===== config.mk =====
export PLATFORM = sky130hd
export DESIGN_NAME = head_pos_tracker
export DESIGN_NICKNAME = d
export VERILOG_FILES = /design/src/rtl/hpt_pkg.sv /design/src/rtl/hpt_sync_bank.sv /design/src/rtl/hpt_track_counter.sv /design/src/rtl/hpt_step_fsm.sv /design/src/rtl/head_pos_tracker.sv
export SDC_FILE = /design/constraint.sdc
export NUM_CORES = 1
export LEC_CHECK = 0
export BUFFER_PORTS_ARGS = -buffer_cell sky130_fd_sc_hd__buf_2
export CAP_MARGIN = 15
export CORE_MARGIN = 5
export CORE_UTILIZATION = 55
export DETAILED_ROUTE_END_ITERATION = 10
export PLACE_DENSITY = 0.75
export RECOVER_POWER = 25
export SLEW_MARGIN = 15
export SYNTH_ARGS = -nofsm -noshare
export SYNTH_HDL_FRONTEND = slang
export SYNTH_SLANG_ARGS = --single-unit

===== constraint.sdc =====
create_clock -name clk -period 3.3 [get_ports clk]
set_clock_uncertainty 0.2 [all_clocks]
set_input_delay 0.66 -clock clk [delete_from_list [all_inputs] [get_ports clk]]
set_output_delay 0.66 -clock clk [all_outputs]
set_load 0.05 [all_outputs]

===== src/rtl/hpt_pkg.sv =====
package hpt_pkg;
    typedef enum logic [1:0] {
        ST_IDLE  = 2'd0,
        ST_PULSE = 2'd1,
        ST_HOLD  = 2'd2
    } step_state_t;
endpackage


===== src/rtl/hpt_sync_bank.sv =====
module hpt_sync_bank #(
    parameter int W = 4
) (
    input  logic         clk,
    input  logic         rst_n,
    input  logic [W-1:0] raw,
    output logic [W-1:0] synced
);
    for (genvar i = 0; i < W; i++) begin : g_bit
        logic ff1, ff2;
        always_ff @(posedge clk or negedge rst_n) begin
            if (!rst_n) begin
                ff1 <= 1'b1;
                ff2 <= 1'b1;
            end else begin
                ff1 <= raw[i];
                ff2 <= ff1;
            end
        end
        assign synced[i] = ff2;
    end
endmodule


===== src/rtl/hpt_track_counter.sv =====
module hpt_track_counter #(
    parameter int MAX_TRACK = 39,
    localparam int TW = $clog2(MAX_TRACK + 1)
) (
    input  logic          clk,
    input  logic          rst_n,
    input  logic          go,
    input  logic          inward,
    output logic [TW-1:0] track,
    output logic          at_zero,
    output logic          at_max
);
    localparam logic [TW-1:0] MAX_T = TW'(MAX_TRACK);

    assign at_zero = (track == '0);
    assign at_max  = (track == MAX_T);

    always_ff @(posedge clk or negedge rst_n) begin
        if (!rst_n) begin
            track <= '0;
        end else if (go) begin
            if (inward && !at_max) begin
                track <= track + 1'b1;
            end else if (!inward && !at_zero) begin
                track <= track - 1'b1;
            end
        end
    end
endmodule


===== src/rtl/hpt_step_fsm.sv =====
module hpt_step_fsm
    import hpt_pkg::*;
#(
    parameter int MIN_PULSE    = 40,
    parameter int DIR_WIN      = 20,
    parameter int MIN_INTERVAL = 1000000
) (
    input  logic clk,
    input  logic rst_n,
    input  logic sel_s,
    input  logic step_s,
    input  logic dir_s,
    input  logic wr_s,
    input  logic at_zero,
    input  logic at_max,
    output logic go_o,
    output logic inward_o,
    output logic short_o,
    output logic rate_o,
    output logic dir_o
);
    localparam int PW_W  = $clog2(MIN_PULSE + 1);
    localparam int WIN_W = $clog2(DIR_WIN + 1);
    localparam int GAP_W = $clog2(MIN_INTERVAL + 1);
    localparam logic [PW_W-1:0]  PW_MIN  = PW_W'(MIN_PULSE);
    localparam logic [WIN_W-1:0] WIN_MAX = WIN_W'(DIR_WIN);
    localparam logic [WIN_W-1:0] WIN_END = WIN_W'(DIR_WIN - 1);
    localparam logic [GAP_W-1:0] GAP_MIN = GAP_W'(MIN_INTERVAL);

    step_state_t state, nxt;
    logic             step_p, dir_p;
    logic [PW_W-1:0]  pw_cnt;
    logic [WIN_W-1:0] age_cnt, hold_cnt;
    logic [GAP_W-1:0] gap_cnt;
    logic             have_prev;

    logic fall, rise, dir_chg;
    logic go_n, short_n, rate_n, dirv_n, edge_ok;

    assign fall    = step_p & ~step_s;
    assign rise    = ~step_p & step_s;
    assign dir_chg = dir_s ^ dir_p;

    // next-state and decision logic
    always_comb begin
        nxt     = state;
        go_n    = 1'b0;
        short_n = 1'b0;
        rate_n  = 1'b0;
        dirv_n  = 1'b0;
        edge_ok = 1'b0;
        if (!sel_s) begin
            nxt = ST_IDLE;
        end else begin
            unique case (state)
                ST_IDLE: begin
                    if (fall) begin
                        nxt    = ST_PULSE;
                        dirv_n = dir_chg || (age_cnt < WIN_MAX);
                    end
                end
                ST_PULSE: begin
                    dirv_n = dir_chg;
                    if (rise) begin
                        if (pw_cnt >= PW_MIN) begin
                            edge_ok = 1'b1;
                            go_n    = wr_s && !(dir_s ? at_zero : at_max);
                            rate_n  = have_prev && (gap_cnt < GAP_MIN);
                            nxt     = ST_HOLD;
                        end else begin
                            short_n = 1'b1;
                            nxt     = ST_IDLE;
                        end
                    end
                end
                ST_HOLD: begin
                    dirv_n = dir_chg;
                    if (fall) begin
                        nxt = ST_PULSE;
                    end else if (hold_cnt >= WIN_END) begin
                        nxt = ST_IDLE;
                    end
                end
                default: nxt = ST_IDLE;
            endcase
        end
    end

    // state register
    always_ff @(posedge clk or negedge rst_n) begin
        if (!rst_n) begin
            state <= ST_IDLE;
        end else begin
            state <= nxt;
        end
    end

    // counters and registered outputs
    always_ff @(posedge clk or negedge rst_n) begin
        if (!rst_n) begin
            step_p    <= 1'b1;
            dir_p     <= 1'b1;
            pw_cnt    <= '0;
            age_cnt   <= WIN_MAX;
            hold_cnt  <= '0;
            gap_cnt   <= GAP_MIN;
            have_prev <= 1'b0;
            go_o      <= 1'b0;
            inward_o  <= 1'b0;
            short_o   <= 1'b0;
            rate_o    <= 1'b0;
            dir_o     <= 1'b0;
        end else begin
            step_p <= step_s;
            dir_p  <= dir_s;

            if (dir_chg) begin
                age_cnt <= '0;
            end else if (age_cnt < WIN_MAX) begin
                age_cnt <= age_cnt + 1'b1;
            end

            if (fall) begin
                pw_cnt <= PW_W'(1);
            end else if (!step_s && pw_cnt < PW_MIN) begin
                pw_cnt <= pw_cnt + 1'b1;
            end

            if (state != ST_HOLD) begin
                hold_cnt <= '0;
            end else if (hold_cnt < WIN_MAX) begin
                hold_cnt <= hold_cnt + 1'b1;
            end

            if (edge_ok) begin
                gap_cnt   <= GAP_W'(1);
                have_prev <= 1'b1;
            end else if (gap_cnt < GAP_MIN) begin
                gap_cnt <= gap_cnt + 1'b1;
            end

            go_o     <= go_n;
            inward_o <= ~dir_s;
            short_o  <= short_n;
            rate_o   <= rate_n;
            dir_o    <= dirv_n;
        end
    end
endmodule


===== src/rtl/head_pos_tracker.sv =====
module head_pos_tracker #(
    parameter int MAX_TRACK    = 39,
    parameter int MIN_PULSE    = 40,
    parameter int DIR_WIN      = 20,
    parameter int MIN_INTERVAL = 1000000,
    localparam int TW = $clog2(MAX_TRACK + 1)
) (
    input  logic          clk,
    input  logic          rst_n,
    input  logic          sel_n,
    input  logic          step_n,
    input  logic          dir_n,
    input  logic          wr_en_n,
    output logic [TW-1:0] track,
    output logic          trk0_n,
    output logic          short_pulse,
    output logic          rate_viol,
    output logic          dir_viol
);
    logic [3:0] s_bus;
    logic       sel_act, go, inward, at_zero, at_max;

    hpt_sync_bank #(.W(4)) u_sync (
        .clk    (clk),
        .rst_n  (rst_n),
        .raw    ({sel_n, step_n, dir_n, wr_en_n}),
        .synced (s_bus)
    );

    assign sel_act = ~s_bus[3];

    hpt_step_fsm #(
        .MIN_PULSE    (MIN_PULSE),
        .DIR_WIN      (DIR_WIN),
        .MIN_INTERVAL (MIN_INTERVAL)
    ) u_fsm (
        .clk      (clk),
        .rst_n    (rst_n),
        .sel_s    (sel_act),
        .step_s   (s_bus[2]),
        .dir_s    (s_bus[1]),
        .wr_s     (s_bus[0]),
        .at_zero  (at_zero),
        .at_max   (at_max),
        .go_o     (go),
        .inward_o (inward),
        .short_o  (short_pulse),
        .rate_o   (rate_viol),
        .dir_o    (dir_viol)
    );

    hpt_track_counter #(.MAX_TRACK(MAX_TRACK)) u_trk (
        .clk     (clk),
        .rst_n   (rst_n),
        .go      (go),
        .inward  (inward),
        .track   (track),
        .at_zero (at_zero),
        .at_max  (at_max)
    );

    assign trk0_n = ~(sel_act & at_zero);
endmodule


## Word-level counts from Yosys, hierarchy flattened

Index checks and enable logic that the tools add are counted.

| cells by class | value |
|---|---|
| add/subtract/negate cells | 6 |
| magnitude comparators | 6 |
| equality and inequality tests | 7 |
| multiplexer cells | 37 |
| bitwise gates (word level) | 9 |
| reduce and logical (&&, ||, !) cells | 21 |

Operators with widths:

| operator | number |
|---|---|
| $mux W20 | 2 |
| $mux W6 | 4 |
| $add A20 B1 Y20 const B | 1 |
| $lt A20 B20 Y1 const B | 1 |
| $mux W5 | 4 |
| $mux W1 | 19 |
| $add A6 B1 Y6 const B | 2 |
| $mux W2 | 6 |
| $add A5 B1 Y5 const B | 2 |
| $lt A5 B5 Y1 const B | 2 |
| $reduce_bool A2 Y1 | 5 |
| $eq A6 B6 Y1 const B | 1 |
| $ge A6 B6 Y1 const B | 1 |
| $logic_not A6 Y1 | 1 |
| $lt A6 B6 Y1 const B | 1 |
| $ne A3 B2 Y1 const B | 2 |
| $pmux W2 S3 | 1 |
| $sub A6 B1 Y6 const B | 1 |
| $ge A5 B5 Y1 const B | 1 |
| $logic_and A1 B1 Y1 | 5 |
| $logic_not A1 Y1 | 5 |
| $not A1 Y1 | 5 |
| $ne A4 B2 Y1 const B | 1 |
| $and A1 B1 Y1 | 3 |
| 10 further kinds | 10 |

| word-level totals | value |
|---|---|
| bits in registers | 60 |
| input port bits | 6 |

## Logic depth before layout (Yosys ltp)

Gate-level depths: netlist of the first run.

| depth | value |
|---|---|
| depth in word-level cells | 8 |
| mapped depth | 9 |

## Modules after synthesis

From an unflattened synthesis of the first run, not the netlist that was laid out.

| second synthesis, totals | value |
|---|---|
| cell total of the unflattened synthesis | 290 |
| area total of the unflattened synthesis | 3020.4 µm² |

By module, submodules not included:

| module | times used | cells each | area an instance (µm²) | seq. area each (µm²) |
|---|---|---|---|---|
| hpt_step_fsm | 1 | 232 | 2328.5 | 1164.9 |
| hpt_track_counter | 1 | 44 | 441.7 | 150.1 |
| hpt_sync_bank | 1 | 12 | 240.2 | 210.2 |
| head_pos_tracker | 1 | 2 | 10.0 | 0.0 |

## Worst setup path before layout of the first run

OpenSTA, ideal clock, no wires.

| path | value |
|---|---|
| path kind | flip-flop to flip-flop |
| start | reg u_trk.track[0] |
| end | reg u_trk.track[5] |
| arrival time | 2451 ps |
| required time | 3018 ps |
| slack | 566 ps |
| cell stages (with the launch flop) | 10 |
| buffers on the path | 0 |
| clock period less this slack | 2734 ps |
| cell sequence | dfrtp_1 > nand4_1 > o31a_1 > inv_1 > ha_1 > a211oi_1 > o21ai_0 > a21o_1 > a21oi_1 > xor2_1 |

| on the way | value |
|---|---|
| cells in the longest elaborated chain, start to end | 5 |
| elaborated cells on any way between the ends | 12 |
| classes of those cells | 2 x add/sub; 1 x eq/ne; 2 x mux; 7 x reduce/logical |

RTL lines:

| item | line | source |
|---|---|---|
| start: declaration | hpt_track_counter.sv:9 | `output logic [TW-1:0] track,` |
| start signal: assignment | hpt_track_counter.sv:23 | `track <= track + 1'b1;` |
| start signal: assignment | hpt_track_counter.sv:25 | `track <= track - 1'b1;` |
| branches (longest 5 deep; another with $sub A6 B1 Y6) | -- |  |

Several ways; the timed one is not identified. The select of a mux whose other input is x is not followed.
A chain may end at the register's enable or synchronous reset.

## Worst setup path in the final report of the first run

Ends and elaborated chain as after synthesis.

==> run summary, run 1 <==
Required @ worst endpoint = 3.37 ns
DP Wirelength = 3250 um
DIE WIDTH = 82.9 um
Relative slew margins = 4.83%
slowest library cell on the worst path = dfrtp_1
Worst Hold Class = reg2reg
worst IR drop on VDD = 0.000402 V
starting density of the core = 56.8%
Reg2Reg Depth = 9
reg-to-reg slack, setup = 0.63 ns
Final period util = 80.9%
gr usage total = 16.5%
Port Buf Inserts = 15
Placed Area = 0.00307 sq mm
RSZ-0062 raised after global routing = no
Leak = 1.51 nW
Layout area overhead = 11.9%
hold endpoint = u_sync.g_bit[3].ff2$_DFF_PN1_
Max Cap Viol = 0
Mapped Cells = 274
endpoint class of the critical path = flip-flop
Cell Rows = 26
crit-path max cell delay = 0.51 ns
layout cells sized above 1 = 19.2%
Worst-path clk slew = 0.07 ns
final instance area = 0.00327 sq mm
Hold Crit Depth = 0
DRC viols = 0
Seq/Total Area, Yosys = 52.2%
critical setup path kind = reg2reg
io pins = 16
Top FF cell, synth = dfrtp_1
Fillers = 436
number of synthesized flops with an enable pin = 0
fin crit period = 2.67 ns
Final Hold Fails = 0
number of H-tree levels = 3
core area = 0.00514 sq mm
WL/cell = 13.6 um
first-pass GRT wire length = 9160 um
global placer's final weighted congestion = 0.780
vias in the first global route = 2046
Clock Tree Buf Depth = 2
Synth async-reset ratio = 100%
WL final = 5060 um
Slew Viols, Final = 0
clk sinks = 60
Crit Path Max Fanout = 7
antenna violations before repair = 0
outcome = finished, final reports clean
vias per std cell = 5.49
worst skew pair latency = 0.35 ns
Final ANT Viol Nets = 0
syn_area_per_cell = 10.7 sq um
Cell Chain, Critical Path = nand4_1 -> o31a_1 -> inv_1 -> ha_1 -> a211oi_1 -> o21ai_0 -> a21o_1 -> a21oi_1 -> xor2_1
drt pass-1 iters = 4
worst r2r dst = u_trk.track[5]$_DFFE_PN0P_
endpoints failing setup = 0
Ant. Diodes = 0
Max Clock Freq = 0.375 GHz
Mapped Area = 0.00292 sq mm
Pwr Density = 492 mW/mm^2
nets = 317
CTS root buffer = clkbuf_8
die height = 82.9 um
TNS Setup = 0 ns
synthesized flop and latch total = 60
Iter 0 DRT Violations = 116
Critical Path AT = 2.74 ns
total gr overflow = 0
CTS tree = done
min-delay src = u_sync.g_bit[3].ff1$_DFF_PN1_
Synth Net Count = 294
via count = 2044
CTS Buf Count = 9
post-CTS sizing = 0
largest net degree at the start of global routing = 61
number of distinct library cells after synthesis = 47
synth warn = 0
critical path launch point type = flip-flop
post-CTS setup repair buffer count = 0
hold bufs inserted after CTS = 0
Slew @ Worst Pin = 1.43 ns
Die Area = 0.00687 sq mm
Reg2Reg Launch Point = u_trk.track[0]$_DFFE_PN0P_
## worst max path at each step
stage                     cells past startpoint                       start                    endpoint
final                                         9  u_trk.track[0]$_DFFE_PN0P_  u_trk.track[5]$_DFFE_PN0P_
after global routing                          9  u_trk.track[0]$_DFFE_PN0P_  u_trk.track[5]$_DFFE_PN0P_
after CTS                                     9  u_trk.track[0]$_DFFE_PN0P_  u_trk.track[5]$_DFFE_PN0P_
after detailed placement                      9  u_trk.track[0]$_DFFE_PN0P_  u_trk.track[5]$_DFFE_PN0P_
after global placement                        9  u_trk.track[0]$_DFFE_PN0P_  u_trk.track[5]$_DFFE_PN0P_
after floorplan                               9  u_trk.track[0]$_DFFE_PN0P_  u_trk.track[5]$_DFFE_PN0P_
## layout by cell type, fill, tap and decap left out, drive strengths merged, types with 10 or more instances in the layout
| cell type | synthesis | final |
|---|---|---|
| nand4 | 11 | 11 |
| nand2 | 20 | 20 |
| clkbuf | 3 | 10 |
| nand3 | 11 | 11 |
| dfstp | 19 | 19 |
| nor2 | 41 | 41 |
| dfrtp | 41 | 41 |
| o21ai | 14 | 14 |
| xor2 | 25 | 25 |
| buf | 2 | 16 |
| ha | 13 | 13 |
## final cells by class
| class | instances | area [sq um] | share of cell area, % |
|---|---|---|---|
| inverters | 7 | 26.3 | 0.804 |
| repair buffers | 17 | 87.6 | 2.68 |
| multi-input cells | 202 | 1340 | 41.0 |
| flip-flops and latches | 60 | 1530 | 46.7 |
| well taps | 70 | 87.6 | 2.68 |
| clock inverters | 7 | 77.6 | 2.37 |
| clock buffers | 9 | 124 | 3.79 |
## sequential cells by signal, summed over array words and instances, names as in the netlist, 2 cells and up
register / cells
u_sync.g_bit.ff2: 4
u_fsm.gap_cnt: 20
u_sync.g_bit.ff1: 4
u_fsm.hold_cnt: 5
u_fsm.age_cnt: 5
u_trk.track: 6
u_fsm.pw_cnt: 6
u_fsm.state: 2
## worst max-delay path: cells and delay by family (launching register included)
| family | cells | cell delay, ns |
|---|---|---|
| simple gates | 1 | 0.17 |
| buf+inv | 1 | 0.18 |
| compound gates | 5 | 1.08 |
| xor+xnor | 1 | 0.18 |
| fa+ha+maj | 1 | 0.27 |
| flops | 1 | 0.51 |
## cells in the mapped netlist (3+ instances only)
| library cell | instances | share of area [%] |
|---|---|---|
| nor2b_1 | 3 | 0.64 |
| clkbuf_1 | 3 | 0.39 |
| a31oi_1 | 3 | 0.64 |
| o21ai_0 | 13 | 2.2 |
| nand3_1 | 11 | 1.9 |
| a21o_1 | 4 | 1.0 |
| nor4_1 | 3 | 0.64 |
| xnor2_1 | 7 | 2.1 |
| nor3_1 | 3 | 0.51 |
| and3_1 | 3 | 0.64 |
| a21oi_1 | 8 | 1.4 |
| nand4b_1 | 3 | 0.90 |
| nor2_1 | 41 | 5.3 |
| ha_1 | 13 | 5.6 |
| inv_1 | 7 | 0.90 |
| dfstp_2 | 19 | 17 |
| nand2_1 | 20 | 2.6 |
| dfrtp_1 | 41 | 35 |
| nand4_1 | 10 | 2.1 |
| xor2_1 | 25 | 7.5 |
| mux2i_1 | 3 | 1.0 |
## cell families after synthesis
kind of cell	synth area share, %
compound gates	9.25
xor+xnor	9.59
fa+ha+maj	6.25
buf+inv	1.93
flops	52.2
mux	1.93
simple gates	18.8
## per-layer routing
| metal | share of wire [%] | GRT usage [%] | up-vias | wire (um) |
|---|---|---|---|---|
| met5 | 0 | 0 | - | 0 |
| met4 | 1.5 | 7.58 | 0 | 74 |
| met3 | 4.8 | 7.72 | 6 | 244 |
| met2 | 48 | 25.4 | 32 | 2410 |
| met1 | 46 | 19.7 | 1006 | 2330 |
| li1 | - | - | 1000 | - |
## metrics by stage
step,hold slack [ns],setup WS (ns),power [mW],utilization (%),instances
floorplan,0.145,0.566,0.910,-,274
global placement,0.145,0.787,0.949,59.7,356
detailed placement,0.148,0.648,0.956,59.7,356
CTS,0.158,0.625,1.63,63.6,372
global route,0.167,0.472,1.69,63.6,372
finish,0.156,0.630,1.61,63.6,372
## power by group
part,switching [mW],internal (mW),total (mW)
registers,0.0343,0.774,0.808
clock network,0.312,0.351,0.663
logic,0.0827,0.0522,0.135
No activity file was read; power rests on OpenSTA's default activity.
==> inputs of run 2 (changes only) <==
Settings changed: ABC_AREA set to 1.
Clock period 3.3 ns to 2.6 ns, I/O delays scaled along.
==> run 2 against run 1 <==
Effect of this change: worst setup slack worse by 0.38 ns; via count up 33%; non-clock buffer count up 1; combinational power up 33%; synthesized area up 12%; flip-flop and latch count unchanged; final cell count up 38%; global-route usage up 2.8 points; design area up 12%; die area up 11%; count of clock-buffer cells in the layout up 3; critical path type unchanged.
==> run summary, run 2 <==
outcome = finished, final reports clean
Layout area overhead = 11.6%
CTS Buf Count = 9 (unchanged)
Top FF cell, synth = dfrtp_1
Seq/Total Area, Yosys = 46.5% (-5.7 points)
Reg2Reg Depth = 13 (+4)
DRC viols = 0 (unchanged)
main area contributors after synthesis = dfrtp_1 (31%), dfstp_2 (15%), nand2_1 (13%)
CTS tree = done
vias per std cell = 5.27 (-4.1%)
hold endpoint = u_sync.g_bit[0].ff1$_DFF_PN1_
Required @ worst endpoint = 2.63 ns (-0.74 ns)
starting density of the core = 56.1% (-0.79 points)
xor/xnor share of the synthesized area = 4.27% (-5.3 points)
Final ANT Viol Nets = 0 (unchanged)
DIE WIDTH = 87.2 um (+5.2%)
nets = 455 (+44%)
Synth Area in Simple Gates = 30.6% (+12 points)
most frequent cells in the layout = nand2_1 (111), nand3_1 (55), nor2_1 (43)
worst IR drop on VDD = 0.000549 V (+37%)
Adder-Cell Fraction of Synth Area = 5.57% (-0.68 points)
grt met2 use = 30.3% (+4.9 points)
layout cells sized above 1 = 13.2% (-6.0 points)
min-delay src = wr_en_n
Crit Path Max Fanout = 7 (unchanged)
Max Cap Viol = 0 (unchanged)
leading area contributor after synthesis = dfrtp_1
M1 GR Usage = 25.1% (+5.4 points)
first-pass GRT wire length = 11500 um (+26%)
Port Buf Inserts = 15 (unchanged)
drt pass-1 iters = 4 (unchanged)
complex-gate fraction of the synthesized area = 6.87% (-2.4 points)
Ant. Diodes = 0 (unchanged)
Worst-path clk slew = 0.07 ns (about the same)
number of distinct library cells after synthesis = 31 (-34%)
core area = 0.00585 sq mm (+14%)
Reg2Reg Launch Point = u_trk.track[0]$_DFFE_PN0P_
Final period util = 90.2% (+9.3 points)
number of H-tree levels = 3 (unchanged)
mux contribution to synthesized area = 0% (-1.9 points)
Non-Filler Instances = 515 (+38%)
Iter 0 DRT Violations = 133 (+15%)
Commonest cells post-synth = nand2_1 (111), nand3_1 (55), nor2_1 (43)
Hold Crit Depth = 1 (+1)
Slew Viols, Final = 0 (unchanged)
GR peak layer = met2
WL final = 6610 um (+31%)
worst skew pair latency = 0.34 ns (about the same)
endpoints failing setup = 0 (unchanged)
Relative slew margins = 6.14% (+1.3 points)
DP Wirelength = 4610 um (+42%)
Mapped Cells = 412 (+50%)
CTS root buffer = clkbuf_8
post-CTS sizing = 0 (unchanged)
share of the synthesized area in the top cell type = 31.3% (-3.8 points)
critical setup path kind = reg2reg
synthesized flop and latch total = 60 (unchanged)
Leak = 1.75 nW (+15%)
die height = 87.2 um (+5.2%)
Clock Tree Buf Depth = 2 (unchanged)
Total Power = 2.15 mW (+34%)
antenna violations before repair = 0 (unchanged)
Slew @ Worst Pin = 1.41 ns (-0.0196 ns)
endpoint class of the critical path = flip-flop
max reg flops = 20 (unchanged)
TNS Setup = 0 ns (unchanged)
Die Area = 0.00761 sq mm (+11%)
number of synthesized flops with an enable pin = 0 (unchanged)
largest family of logic cells by synthesized area = simple AND/OR/NAND/NOR gates
WL/cell = 12.8 um (-5.6%)
RSZ-0062 raised after global routing = no
Mapped Area = 0.00328 sq mm (+12%)
worst hold margin = 0.0679 ns (-0.0882 ns)
clk sinks = 60 (unchanged)
hold bufs inserted after CTS = 1 (+1)
synth warn = 0 (unchanged)
io pins = 16 (unchanged)
post-CTS setup repair buffer count = 0 (unchanged)
fin crit period = 2.35 ns (-0.324 ns)
commonest non-fill, non-tap cell in the layout = nand2_1
cell with the most instances after synthesis = nand2_1
worst r2r dst = u_trk.track[5]$_DFFE_PN0P_
critical path launch point type = flip-flop
vias in the first global route = 2641 (+29%)
M3 GR Usage = 3.41% (-4.3 points)
Most flops, register = u_fsm.gap_cnt
reg-to-reg slack, setup = 0.25 ns (-0.38 ns)
global placer's final weighted congestion = 0.901 (+16%)
via count = 2714 (+33%)
Max Clock Freq = 0.426 GHz (+14%)
largest net degree at the start of global routing = 61 (unchanged)
Critical Path AT = 2.37 ns (-0.37 ns)
Synth async-reset ratio = 100% (unchanged)
syn_area_per_cell = 7.96 sq um (-25%)
Inst Count DP = 498 (+40%)
Synth Net Count = 432 (+47%)
Pwr Density = 587 mW/mm^2 (+19%)
Final Hold Fails = 0 (unchanged)
total gr overflow = 0 (unchanged)
Worst Hold Class = in2reg
Cell Rows = 28 (+7.7%)
gr usage total = 19.3% (+2.8 points)
Top Registers = u_fsm.gap_cnt x20, u_fsm.pw_cnt x6, u_trk.track x6
[run 2: cell types whose count changed after synthesis, sizes merged, moves of 5 or more]
| cell | delta |
|---|---|
| xor2 | -21 |
| o21ai | +7 |
| inv | +36 |
| nand2 | +91 |
| a21oi | +7 |
| nand3 | +44 |
| xnor2 | +5 |
[run 2: how the worst max path moves through the flow]
stage	to	start	slack (ns)	cells after the start
6_report	u_trk.track[5]$_DFFE_PN0P_	u_trk.track[0]$_DFFE_PN0P_	0.25	13
4_1_cts	u_trk.track[5]$_DFFE_PN0P_	u_trk.track[3]$_DFFE_PN0P_	0.29	12
3_3_place_gp	u_trk.track[5]$_DFFE_PN0P_	u_trk.track[0]$_DFFE_PN0P_	0.45	13
2_1_floorplan	u_trk.track[5]$_DFFE_PN0P_	u_trk.track[0]$_DFFE_PN0P_	0.26	13
5_1_grt	u_trk.track[5]$_DFFE_PN0P_	u_trk.track[0]$_DFFE_PN0P_	0.04	14
3_5_place_dp	u_trk.track[5]$_DFFE_PN0P_	u_trk.track[0]$_DFFE_PN0P_	0.30	13
[run 2: stage by stage]
step | util, % | setup WS, ns | instance area [sq um]
5_1_grt | 62.6 | 0.0448 | 3660
3_5_place_dp | 58.8 | 0.305 | 3440
2_1_floorplan | - | 0.255 | 3280
6_report | 62.6 | 0.254 | 3660
4_1_cts | 62.8 | 0.289 | 3680
3_3_place_gp | 58.8 | 0.453 | 3440
[run 2: cell families after synthesis]
| logic type | Yosys count |
|---|---|
| flip-flops | 60 |
| buffers and inverters | 49 |
| AO/OA/AOI/OAI | 40 |
| XOR/XNOR | 16 |
| AND/OR/NAND/NOR | 233 |
| adder cells (fa/ha/maj) | 14 |
[run 2: area by class of cell]
class,count,area (sq um)
multi-input cells,303,1550
clock inverters,4,72.6
fillers,513,2190
well taps,75,93.8
inverters,43,164
clock buffers,12,155
repair buffers,18,97.6
flip-flops and latches,60,1530
[run 2: worst max-delay path, stage by stage (launching register included)]
cell	delay, ns
dfrtp_1	0.48
nand2_1	0.09
nor2_1	0.15
nand2_1	0.09
nand2_1	0.22
ha_1	0.34
nand2_1	0.11
nand2_1	0.07
nand2_1	0.09
nand2_1	0.07
nor2_1	0.10
nand2_1	0.08
nand4_1	0.09
nand2_1	0.06
[run 2: power by group]
group	internal (mW)	leakage, nW	switching, mW
Clock	0.591	0.113	0.366
Sequential	0.983	0.744	0.0304
Combinational	0.0608	0.889	0.119
[run 2: routing by layer]
metal / vias to the layer above / wire (um)
li1: 1386 / -
met1: 1259 / 3200
met2: 55 / 2990
met3: 14 / 293
met4: 0 / 125
met5: - / 0
